$ cat config.mk
export PLATFORM = sky130hd
export DESIGN_NAME = flash_frame_decoder
export DESIGN_NICKNAME = d
export VERILOG_FILES = /design/src/rtl/ffd_pkg.sv /design/src/rtl/ffd_sync_edge.sv /design/src/rtl/ffd_shift.sv /design/src/rtl/ffd_ctrl.sv /design/src/rtl/flash_frame_decoder.sv
export SDC_FILE = /design/constraint.sdc
export NUM_CORES = 1
export LEC_CHECK = 0
export ABC_AREA = 1
export BUFFER_PORTS_ARGS = -buffer_cell sky130_fd_sc_hd__buf_4
export CAP_MARGIN = 20
export CORE_MARGIN = 2
export CORE_UTILIZATION = 60
export DETAILED_ROUTE_END_ITERATION = 7
export PLACE_DENSITY = 0.91
export SLEW_MARGIN = 10
export SYNTH_ARGS = -nofsm -noshare
export SYNTH_HDL_FRONTEND = slang
export SYNTH_SLANG_ARGS = --single-unit
$ cat constraint.sdc
create_clock -name clk -period 5.39 [get_ports clk]
set_input_delay 0.2695 -clock clk [delete_from_list [all_inputs] [get_ports clk]]
set_output_delay 0.2695 -clock clk [all_outputs]
set_load 0.02 [all_outputs]
$ cat src/rtl/ffd_pkg.sv
package ffd_pkg;

    localparam int FFD_PAGE_W     = 9;
    localparam int FFD_BYTE_W     = 9;
    localparam int FFD_ADDR_BYTES = 3;
    localparam int FFD_ADDR_W     = FFD_ADDR_BYTES * 8;

    typedef enum logic [2:0] {
        ST_IDLE, ST_OPC, ST_ADDR, ST_DUMMY, ST_DATA, ST_DROP
    } state_t;

    typedef enum logic [1:0] {TGT_NONE, TGT_ARRAY, TGT_BUFFER} target_t;

    typedef enum logic [1:0] {DM_NONE, DM_SHORT, DM_LONG} dummy_t;

    typedef struct packed {
        logic    known;
        logic    has_addr;
        dummy_t  dcls;
        logic    rd;
        logic    use_page;
        logic    use_byte;
        target_t tgt;
    } op_info_t;

    typedef struct packed {
        logic [7:0]            op;
        logic [FFD_PAGE_W-1:0] page;
        logic [FFD_BYTE_W-1:0] bt;
        logic                  bsel;
        logic                  cpol;
    } cmd_t;

    function automatic op_info_t decode_op(input logic [7:0] op);
        op_info_t r;
        r = '{known: 1'b1, has_addr: 1'b1, dcls: DM_NONE, rd: 1'b0,
              use_page: 1'b1, use_byte: 1'b0, tgt: TGT_ARRAY};
        case (op)
            8'h50, 8'h53, 8'h58, 8'h60, 8'h81, 8'h83, 8'h88: ;
            8'h82: r.use_byte = 1'b1;
            8'h52, 8'hD2, 8'h68, 8'hE8: begin
                r.dcls     = DM_LONG;
                r.rd       = 1'b1;
                r.use_byte = 1'b1;
            end
            8'h54, 8'hD4: begin
                r.dcls     = DM_SHORT;
                r.rd       = 1'b1;
                r.use_page = 1'b0;
                r.use_byte = 1'b1;
                r.tgt      = TGT_BUFFER;
            end
            8'h84: begin
                r.use_page = 1'b0;
                r.use_byte = 1'b1;
                r.tgt      = TGT_BUFFER;
            end
            8'h57, 8'hD7: begin
                r.has_addr = 1'b0;
                r.rd       = 1'b1;
                r.use_page = 1'b0;
                r.tgt      = TGT_NONE;
            end
            default: r.known = 1'b0;
        endcase
        return r;
    endfunction

endpackage

$ cat src/rtl/ffd_sync_edge.sv
module ffd_sync_edge #(
    parameter int SYNC_STAGES = 2
) (
    input  logic clk,
    input  logic rst,
    input  logic csn,
    input  logic sclk,
    input  logic mosi,
    output logic cs_fall,
    output logic cs_rise,
    output logic sclk_rise,
    output logic sclk_lvl,
    output logic mosi_s
);
    logic [2:0] pins_s;   // {csn, sclk, mosi} after synchronisation
    logic       csn_p, sclk_p;

    generate
        if (SYNC_STAGES == 0) begin : g_bypass
            assign pins_s = {csn, sclk, mosi};
        end else begin : g_chain
            logic [2:0] stage [SYNC_STAGES];
            always_ff @(posedge clk) begin
                if (rst) begin
                    for (int i = 0; i < SYNC_STAGES; i++) stage[i] <= 3'b000;
                end else begin
                    stage[0] <= {csn, sclk, mosi};
                    for (int i = 1; i < SYNC_STAGES; i++) stage[i] <= stage[i-1];
                end
            end
            assign pins_s = stage[SYNC_STAGES-1];
        end
    endgenerate

    // Previous chip-select resets low so a select held low through reset is no edge.
    always_ff @(posedge clk) begin
        if (rst) begin
            csn_p  <= 1'b0;
            sclk_p <= 1'b0;
        end else begin
            csn_p  <= pins_s[2];
            sclk_p <= pins_s[1];
        end
    end

    assign cs_fall   = csn_p & ~pins_s[2];
    assign cs_rise   = ~csn_p & pins_s[2];
    assign sclk_rise = ~sclk_p & pins_s[1] & ~pins_s[2];
    assign sclk_lvl  = pins_s[1];
    assign mosi_s    = pins_s[0];
endmodule

$ cat src/rtl/ffd_shift.sv
module ffd_shift (
    input  logic       clk,
    input  logic       rst,
    input  logic       clr,
    input  logic       sample,
    input  logic       din,
    output logic       byte_done,
    output logic [7:0] byte_val
);
    logic [6:0] sh_q;
    logic [2:0] bit_q;

    always_ff @(posedge clk) begin
        if (rst || clr) begin
            sh_q  <= '0;
            bit_q <= '0;
        end else if (sample) begin
            sh_q  <= {sh_q[5:0], din};
            bit_q <= bit_q + 3'd1;
        end
    end

    assign byte_done = sample && !clr && (bit_q == 3'd7);
    assign byte_val  = {sh_q, din};
endmodule

$ cat src/rtl/ffd_ctrl.sv
module ffd_ctrl
    import ffd_pkg::*;
#(
    parameter int LONG_DUMMY  = 4,
    parameter int SHORT_DUMMY = 1
) (
    input  logic       clk,
    input  logic       rst,
    input  logic       hold_n,
    input  logic       cs_fall,
    input  logic       cs_rise,
    input  logic       sclk_lvl,
    input  logic       byte_done,
    input  logic [7:0] byte_val,
    input  logic       busy_i,
    input  logic       busy_buf_i,
    output logic       cmd_valid,
    output cmd_t       cmd,
    output logic       data_stb,
    output logic [7:0] data,
    output logic       err,
    output logic       rd_phase,
    output logic       active
);
    localparam int CNT_W = $clog2(LONG_DUMMY + FFD_ADDR_BYTES + 1);

    state_t                state_q;
    op_info_t              info_q, info_c;
    logic [7:0]            op_q, op_c;
    logic [FFD_ADDR_W-1:0] addr_q, addr_c;
    logic [CNT_W-1:0]      cnt_q, dummy_n;
    logic                  cpol_q;
    logic                  last_addr, last_dummy, go_issue, blocked;
    cmd_t                  issue_c;

    always_comb begin
        info_c = (state_q == ST_OPC) ? decode_op(byte_val) : info_q;
        op_c   = (state_q == ST_OPC) ? byte_val : op_q;
        addr_c = (state_q == ST_ADDR) ? {addr_q[FFD_ADDR_W-9:0], byte_val} : addr_q;
        case (info_c.dcls)
            DM_LONG:  dummy_n = CNT_W'(LONG_DUMMY);
            DM_SHORT: dummy_n = CNT_W'(SHORT_DUMMY);
            default:  dummy_n = '0;
        endcase
        last_addr  = (cnt_q == CNT_W'(FFD_ADDR_BYTES - 1));
        last_dummy = ((cnt_q + CNT_W'(1)) == dummy_n);
        go_issue   = byte_done &&
                     ((state_q == ST_OPC && info_c.known && !info_c.has_addr) ||
                      (state_q == ST_ADDR && last_addr && dummy_n == '0) ||
                      (state_q == ST_DUMMY && last_dummy));
        blocked    = busy_i &&
                     ((info_c.tgt == TGT_ARRAY) ||
                      (info_c.tgt == TGT_BUFFER && addr_c[FFD_ADDR_W-1] == busy_buf_i));
        issue_c.op   = op_c;
        issue_c.page = info_c.use_page ? addr_c[FFD_BYTE_W +: FFD_PAGE_W] : '0;
        issue_c.bt   = info_c.use_byte ? addr_c[FFD_BYTE_W-1:0] : '0;
        issue_c.bsel = info_c.has_addr ? addr_c[FFD_ADDR_W-1] : 1'b0;
        issue_c.cpol = cpol_q;
    end

    always_ff @(posedge clk) begin
        cmd_valid <= 1'b0;
        data_stb  <= 1'b0;
        if (rst || !hold_n) begin
            state_q <= ST_IDLE;
            info_q  <= '0;
            op_q    <= '0;
            addr_q  <= '0;
            cnt_q   <= '0;
            cpol_q  <= 1'b1;
            cmd     <= '0;
            data    <= '0;
            err     <= 1'b0;
        end else if (cs_fall) begin
            state_q <= ST_OPC;
            cpol_q  <= sclk_lvl;
            addr_q  <= '0;
            cnt_q   <= '0;
            err     <= 1'b0;
        end else if (cs_rise) begin
            state_q <= ST_IDLE;
        end else if (byte_done) begin
            if (go_issue) begin
                if (blocked) begin
                    err     <= 1'b1;
                    state_q <= ST_DROP;
                end else begin
                    cmd_valid <= 1'b1;
                    cmd       <= issue_c;
                    state_q   <= ST_DATA;
                end
                info_q <= info_c;
                op_q   <= op_c;
                addr_q <= addr_c;
            end else begin
                case (state_q)
                    ST_OPC: begin
                        info_q <= info_c;
                        op_q   <= op_c;
                        cnt_q  <= '0;
                        if (!info_c.known) begin
                            err     <= 1'b1;
                            state_q <= ST_DROP;
                        end else begin
                            state_q <= ST_ADDR;
                        end
                    end
                    ST_ADDR: begin
                        addr_q <= addr_c;
                        if (last_addr) begin
                            cnt_q   <= '0;
                            state_q <= ST_DUMMY;
                        end else begin
                            cnt_q <= cnt_q + CNT_W'(1);
                        end
                    end
                    ST_DUMMY: cnt_q <= cnt_q + CNT_W'(1);
                    ST_DATA: begin
                        data_stb <= 1'b1;
                        data     <= byte_val;
                    end
                    default: ;
                endcase
            end
        end
    end

    assign rd_phase = (state_q == ST_DATA) && info_q.rd;
    assign active   = (state_q != ST_IDLE) && (state_q != ST_DROP);
endmodule

$ cat src/rtl/flash_frame_decoder.sv
module flash_frame_decoder
    import ffd_pkg::*;
#(
    parameter int SYNC_STAGES = 2,
    parameter int LONG_DUMMY  = 4,
    parameter int SHORT_DUMMY = 1
) (
    input  logic                  clk,
    input  logic                  rst,
    input  logic                  hold_n,
    input  logic                  csn_i,
    input  logic                  sclk_i,
    input  logic                  mosi_i,
    input  logic                  busy_i,
    input  logic                  busy_buf_i,
    output logic                  cmd_valid_o,
    output logic [7:0]            cmd_op_o,
    output logic [FFD_PAGE_W-1:0] cmd_page_o,
    output logic [FFD_BYTE_W-1:0] cmd_byte_o,
    output logic                  cmd_buf_o,
    output logic                  cmd_cpol_o,
    output logic                  data_stb_o,
    output logic [7:0]            data_o,
    output logic                  err_o,
    output logic                  miso_oe_o
);
    logic       cs_fall, cs_rise, sclk_rise, sclk_lvl, mosi_s;
    logic       byte_done, active;
    logic [7:0] byte_val;
    cmd_t       cmd;

    ffd_sync_edge #(.SYNC_STAGES(SYNC_STAGES)) u_edge (
        .clk(clk), .rst(rst), .csn(csn_i), .sclk(sclk_i), .mosi(mosi_i),
        .cs_fall(cs_fall), .cs_rise(cs_rise), .sclk_rise(sclk_rise),
        .sclk_lvl(sclk_lvl), .mosi_s(mosi_s)
    );

    ffd_shift u_shift (
        .clk(clk), .rst(rst), .clr(cs_fall | ~active), .sample(sclk_rise),
        .din(mosi_s), .byte_done(byte_done), .byte_val(byte_val)
    );

    ffd_ctrl #(.LONG_DUMMY(LONG_DUMMY), .SHORT_DUMMY(SHORT_DUMMY)) u_ctrl (
        .clk(clk), .rst(rst), .hold_n(hold_n), .cs_fall(cs_fall), .cs_rise(cs_rise),
        .sclk_lvl(sclk_lvl), .byte_done(byte_done), .byte_val(byte_val),
        .busy_i(busy_i), .busy_buf_i(busy_buf_i), .cmd_valid(cmd_valid_o), .cmd(cmd),
        .data_stb(data_stb_o), .data(data_o), .err(err_o), .rd_phase(miso_oe_o),
        .active(active)
    );

    assign cmd_op_o   = cmd.op;
    assign cmd_page_o = cmd.page;
    assign cmd_byte_o = cmd.bt;
    assign cmd_buf_o  = cmd.bsel;
    assign cmd_cpol_o = cmd.cpol;
endmodule

# --- Word level (Yosys, flattened, before mapping) ---
# Memory sizes are Yosys's and may differ from the RTL's.
# Index checks and enable logic that the tools add are counted.
classes:
  addsub: 2
  n_eq_ne: 34
  n_mux: 41
  bitwise: 16
  reduce_logical: 48
op_table:
  columns: ["cell", "count"]
  rows:
  - ["$eq A8 B8 Y1 const B", 9]
  - ["$mux W24", 3]
  - ["$eq A8 B7 Y1 const B", 8]
  - ["$mux W9", 5]
  - ["$mux W8", 3]
  - ["$mux W1", 19]
  - ["$mux W3", 6]
  - ["$reduce_or A17 Y1", 1]
  - ["$reduce_or A8 Y1", 2]
  - ["$reduce_and A5 Y1", 3]
  - ["$reduce_or A5 Y1", 3]
  - ["$logic_and A1 B1 Y1", 12]
  - ["$pmux W3 S2", 2]
  - ["$reduce_bool A3 Y1", 4]
  - ["$eq A3 B2 Y1 const B", 3]
  - ["$not A1 Y1", 9]
  - ["$pmux W3 S3", 1]
  - ["$reduce_and A3 Y1", 3]
  - ["$pmux W2 S2", 2]
  - ["$reduce_and A4 Y1", 2]
  - ["$add A3 B1 Y3 const B", 2]
  - ["$eq A3 B3 Y1 const B", 2]
  - ["$reduce_or A2 Y1", 3]
  - ["$reduce_or A3 Y1", 2]
  - ["17 further kinds", 32]
word_totals:
  ff_bits: 99
  ram_bits: 6
  inputBits: 8
  output_inout_bits: 40
  word_cells: 168
  mem_count: 1
memory_table:
  columns: ["name", "depth", "width", "read_ports", "rd_ports_with_merged_regs", "write_ports", "line", "rtl"]
  rows:
  - ["u_edge.g_chain.stage", 2, 3, 2, 0, 2, "ffd_sync_edge.sv:22", "logic [2:0] stage [SYNC_STAGES];"]

# --- Longest topological paths before layout ---
# An unclocked memory read counts as a cell.
depth:
  depth_word: 16
  depth_mapped: 20
  ltp_nobuf: 18

# --- By module ---
# A second synthesis with hierarchy kept.
hier_totals:
  cells_unflattened: 666
  area_unflattened_um2: 4578.1
by_module_without_submodules:
  columns: ["module", "n_inst", "cells_per_inst", "area_each_um2", "seq_area_each_um2"]
  rows:
  - ["ffd_ctrl", 1, 567, 3870.0, 1641.6]
  - ["ffd_shift", 1, 67, 450.4, 200.2]
  - ["ffd_sync_edge", 1, 30, 250.2, 160.2]
  - ["flash_frame_decoder", 1, 2, 7.5, 0.0]

# --- Least setup slack after synthesis ---
# Ideal clock, no wire load.
synth_path:
  kind: "reg2reg"
  from: "reg u_ctrl.state_q[0]"
  to: "reg u_ctrl.addr_q[17]"
  arrival_time_ps: 2697
  required_time_ps: 5276
  path_slack_ps: 2579
  path_stages_with_launch: 18
  path_buffers: 4
  synth_period_minus_slack_ps: 2811
  cell_sequence: "dfxtp_1 -> nand2_1 -> nor2_4 -> buf_1 -> clkbuf_1 -> o21bai_1 -> ha_1 -> xnor2_1 -> nor2_1 -> and3b_1 -> a21oi_1 -> nand2_4 -> nand2_8 -> nand2_4 -> buf_6 -> buf_6 -> o21ai_2 -> nor2_2"
synth_between:
  elab_chain_cells: 11
  word_cells_on_any_way: 31
synth_lines:
  columns: ["item", "line", "rtl"]
  rows:
  - ["start: declaration", "ffd_ctrl.sv:27", "state_t state_q;"]
  - ["start signal: assignment", "ffd_ctrl.sv:65", "state_q <= ST_IDLE;"]
  - ["start signal: assignment", "ffd_ctrl.sv:75", "state_q <= ST_OPC;"]
  - ["start signal: assignment", "ffd_ctrl.sv:81", "state_q <= ST_IDLE;"]
  - ["$eq A3 B1 Y1", "ffd_ctrl.sv:37, ffd_ctrl.sv:48", null]
  - ["$mux W9", "ffd_ctrl.sv:37", "info_c = (state_q == ST_OPC) ? decode_op(byte_val) : info_q;"]
  - ["$eq A2 B1 Y1 / $eq A2 B2 Y1 (equally long branches)", "ffd_ctrl.sv:40", "case (info_c.dcls)"]
  - ["$pmux W3 S2", "ffd_ctrl.sv:40", null]
  - ["$logic_not A3 Y1", "ffd_ctrl.sv:49", "(state_q == ST_ADDR && last_addr && dummy_n == '0) ||"]
  - ["$logic_and A1 B1 Y1", "ffd_ctrl.sv:49", null]
  - ["$logic_or A1 B1 Y1", "ffd_ctrl.sv:48", "((state_q == ST_OPC && info_c.known && !info_c.has_addr) ||"]
  - ["$logic_or A1 B1 Y1", "ffd_ctrl.sv:49", null]
  - ["$logic_and A1 B1 Y1", "ffd_ctrl.sv:47", "go_issue = byte_done &&"]
  - ["$reduce_bool A2 Y1 (no source line)", null, null]
  - ["$reduce_and A3 Y1 (no source line)", null, null]
  - ["end signal: assignment", "ffd_ctrl.sv:94", "addr_q <= addr_c;"]
  - ["end signal: assignment", "ffd_ctrl.sv:109", "addr_q <= addr_c;"]
  - ["end: declaration", "ffd_ctrl.sv:30", "logic [FFD_ADDR_W-1:0] addr_q, addr_c;"]
# Parallel ways exist; a longest one is shown, timed or not. The select of a mux whose other input is x is not followed.
# A chain may end at the register's enable or synchronous reset.

==> impl_results.md <==
- Proportion of layout cells with a drive suffix above 1: 0.1433
- Final hold violations: 0
- Final wirelength: 10.65 mm
- CP max stage cell: dfxtp_1
- CP startpoint kind: flip-flop
- Final cycle utilization of the critical path: 0.6175
- Worst slew margin: 0.3965
- Area share of the largest cell type after synthesis: 0.4213
- GP Congestion: 0.9016
- Synth area leaders: dfxtp_1, nand2_1, a21oi_1, o21ai_0, inv_1
- Setup violators final: 0
- PortBufs: 47
- VDD IR-drop max: 175.3 uV
- Most frequent cells in the layout: nand2_1, dfxtp_1, inv_1, nor2_1, a21oi_1
- RSZ-0062 raised after global routing: false
- Final setup skew: between 15 and 20 ps
- Final Util: 0.6862
- Prevailing post-synth register cell: dfxtp_1
- Register bit total from synthesis: 100
- Core Region: 7687 sq um
- Setup TNS: 0 ps
- Hold path depth: 3
- CP cell instances: nand2_1 > nor2_4 > inv_2 > o31ai_1 > ha_1 > xnor2_1 > nor2_1 > and3b_1 > a21oi_1 > nand2_4 > nand3_2 > buf_12 > o21ai_0 > a21oi_1
- Crit path kind: reg -> reg
- Total CTS buffers: 9
- Delay-heaviest family, CP: simple AND/OR/NAND/NOR gates
- First-pass GRT wire length: ~18 mm
- Number of max-cap violations: 0
- Routed Antenna Nets: 0
- Routed wire per std cell: ~13 um
- Clock Sinks: 100
- Cell taking the most area after synthesis: dfxtp_1
- Critical Path RT: about 5700 ps
- Post-synthesis sequential area ratio: 0.4213
- Antenna diode count: 0
- Clk slew on worst S/H paths: approximately 100 ps
- Total track usage: 0.2534
- CTS tree: built
- Setup crit end kind: flip-flop
- Filler Cell Count: ~650
- Root buf cell: clkbuf_8
- Final global-route overflow total: 0
- Slew Viols, Final: 0
- Synth cell types: 37
- Pwr dens: between 200 and 250 nW/um^2
- Fmax: roughly 300 MHz
- Placed cells: between 800 and 900
- Synthesis Warnings: 0
- Crit. path cell count: 14
- Buf+Inv Stages, Crit Path: 2
- CTS Buffer Depth: 2
- PostCTS Resize Cnt: 0
- Post-Syn Nets: a little over 700
- Hold crit path type: in -> reg
- Worst path arrival time: 3630 ps
- # Post-CTS Setup Buffers: 0
- Min cycle time layout: 3328 ps
- Die W: 93.00 um
- Vias/cell: 5.354
- Via count: 4,433
- Post-DP HPWL: 7.561 mm
- Drt drc: 0
- Status: completed
- Post-Syn Instances: between 600 and 700
- Initial DRC count: 318
- I/O pin total: 48
- Largest fanout on the critical path: 52
- Worst path most repeated cell: a21oi_1
- Die height: slightly above 90 um
- Synthesized area: between 4000 and 5000 sq um
- Post-synth ARST share: 0
- Die footprint: between 8000 and 9000 sq um
- Pre-antenna DRT Iters: 6
- Initial antenna violation count: 0
- Number of flops mapped to enable cells by yosys: 0
- Cell Count, Final, Fillers Out: slightly above 800
- Layout Nets: between 700 and 800
- Worst Tran Pin Value: roughly 900 ps
- Initial Util: 0.6182
- Critical Path Max Stage Delay: around 440 ps
- Pin count of the biggest net entering global routing: 60
- Area Overhead vs Synth: 11.01%
- Hold buffers post-CTS: 0
- Vias in the first global route: about 4,000
- Worst-skew pair later-pin latency: roughly 380 ps
- Max H-tree Level: 3
- Worst r2r path cells: 14
- Row Count: 32
- Pleak: about 0.0023 uW
- Commonest non-fill, non-tap cell in the layout: nand2_1
- Mean Syn Cell Area: around 7 sq um
## metrics by stage
stage	power (uW)	hold slack (ps)	setup WS, ps	instance area (sq um)
global route	1279	109.5	1769	5275
finish	1243	99.63	2062	5275
detailed placement	803.1	397.2	1685	5071
CTS	1244	96.30	1686	5255
global placement	801.0	391.0	1950	5064
floorplan	790.7	376.5	2579	4752
## worst reg2reg max path: stages, from the launching register on
cell and delay [ps]:
dfxtp_1 440, nand2_1 120, nor2_4 400, inv_2 200, o31ai_1 420, ha_1 270, xnor2_1 130, nor2_1 60
and3b_1 170, a21oi_1 210, nand2_4 120, nand3_2 190, buf_12 240, o21ai_0 130, a21oi_1 170
## per-layer routing
| layer | up-vias | track usage | share of wire |
|---|---|---|---|
| met1 | 2018 | 0.3207 | 0.43 |
| li1 | 2240 | - | - |
| met5 | - | 0 | 0 |
| met2 | 152 | 0.4185 | 0.48 |
| met3 | 23 | 0.04996 | 0.064 |
| met4 | 0 | 0.1152 | 0.029 |
## where the power goes
group,total (uW),switching (uW),internal (uW)
Sequential,743,1.88,741
Clock,456,281,175
Combinational,43.7,30.3,13.4
## synth_stat cells (all sizes together), types with 2 or more instances
cell	n
nor2	93
a211oi	2
xnor2	2
dfxtp	100
nand4	5
o21ai	75
ha	6
clkbuf	12
nor3	9
inv	103
a21oi	79
buf	18
nand3	23
nand2	155
## final cells by class
class	instances	area, sq um	share of cell area
multi-input combinational	457	2185	0.4141
timing repair buffer	50	387.9	0.07353
clock inverter	7	60.06	0.01139
inverter	103	389.1	0.07377
sequential	100	2002	0.3795
tap	102	127.6	0.02419
clock buffer	9	123.9	0.02348
## kinds of logic (layout without fill, tap and decap cells)
group           after synthesis  in the layout  share of synthesized area
xor+xnor                      3              3                   0.005530
flops                       100            100                     0.4213
simple gates                288            288                     0.2644
compound gates              160            160                     0.1740
buf+inv                     133            169                     0.1190
fa+ha+maj                     6              6                    0.01580
## state kept, by name, summed over array words and instances (netlist names)
register              flops
u_ctrl.data_stb           1
u_shift.sh_q              7
u_ctrl.info_q             9
u_ctrl.cpol_q             1
u_edge.g_chain.stage      6
u_ctrl.err                1
u_ctrl.state_q            3
u_shift.bit_q             3
u_ctrl.cmd_valid          1
u_ctrl.cnt_q              3
u_ctrl.data               8
u_ctrl.op_q               8
u_edge.csn_p              1
u_edge.sclk_p             1
u_ctrl.addr_q            19
u_ctrl.cmd               28
## path summary, 6_finish.rpt
path | start | end | slack, ps
setup / recovery | u_ctrl.state_q[0] | u_ctrl.cmd[25] | 2060
setup reg to reg | u_ctrl.state_q[0] | u_ctrl.cmd[25] | 2060
hold / removal | mosi_i | u_edge.g_chain.stage[0][0] | 100
hold reg to reg | u_edge.g_chain.stage[0][2] | u_edge.g_chain.stage[0][5] | 410
No activity file was read; power rests on OpenSTA's default activity.
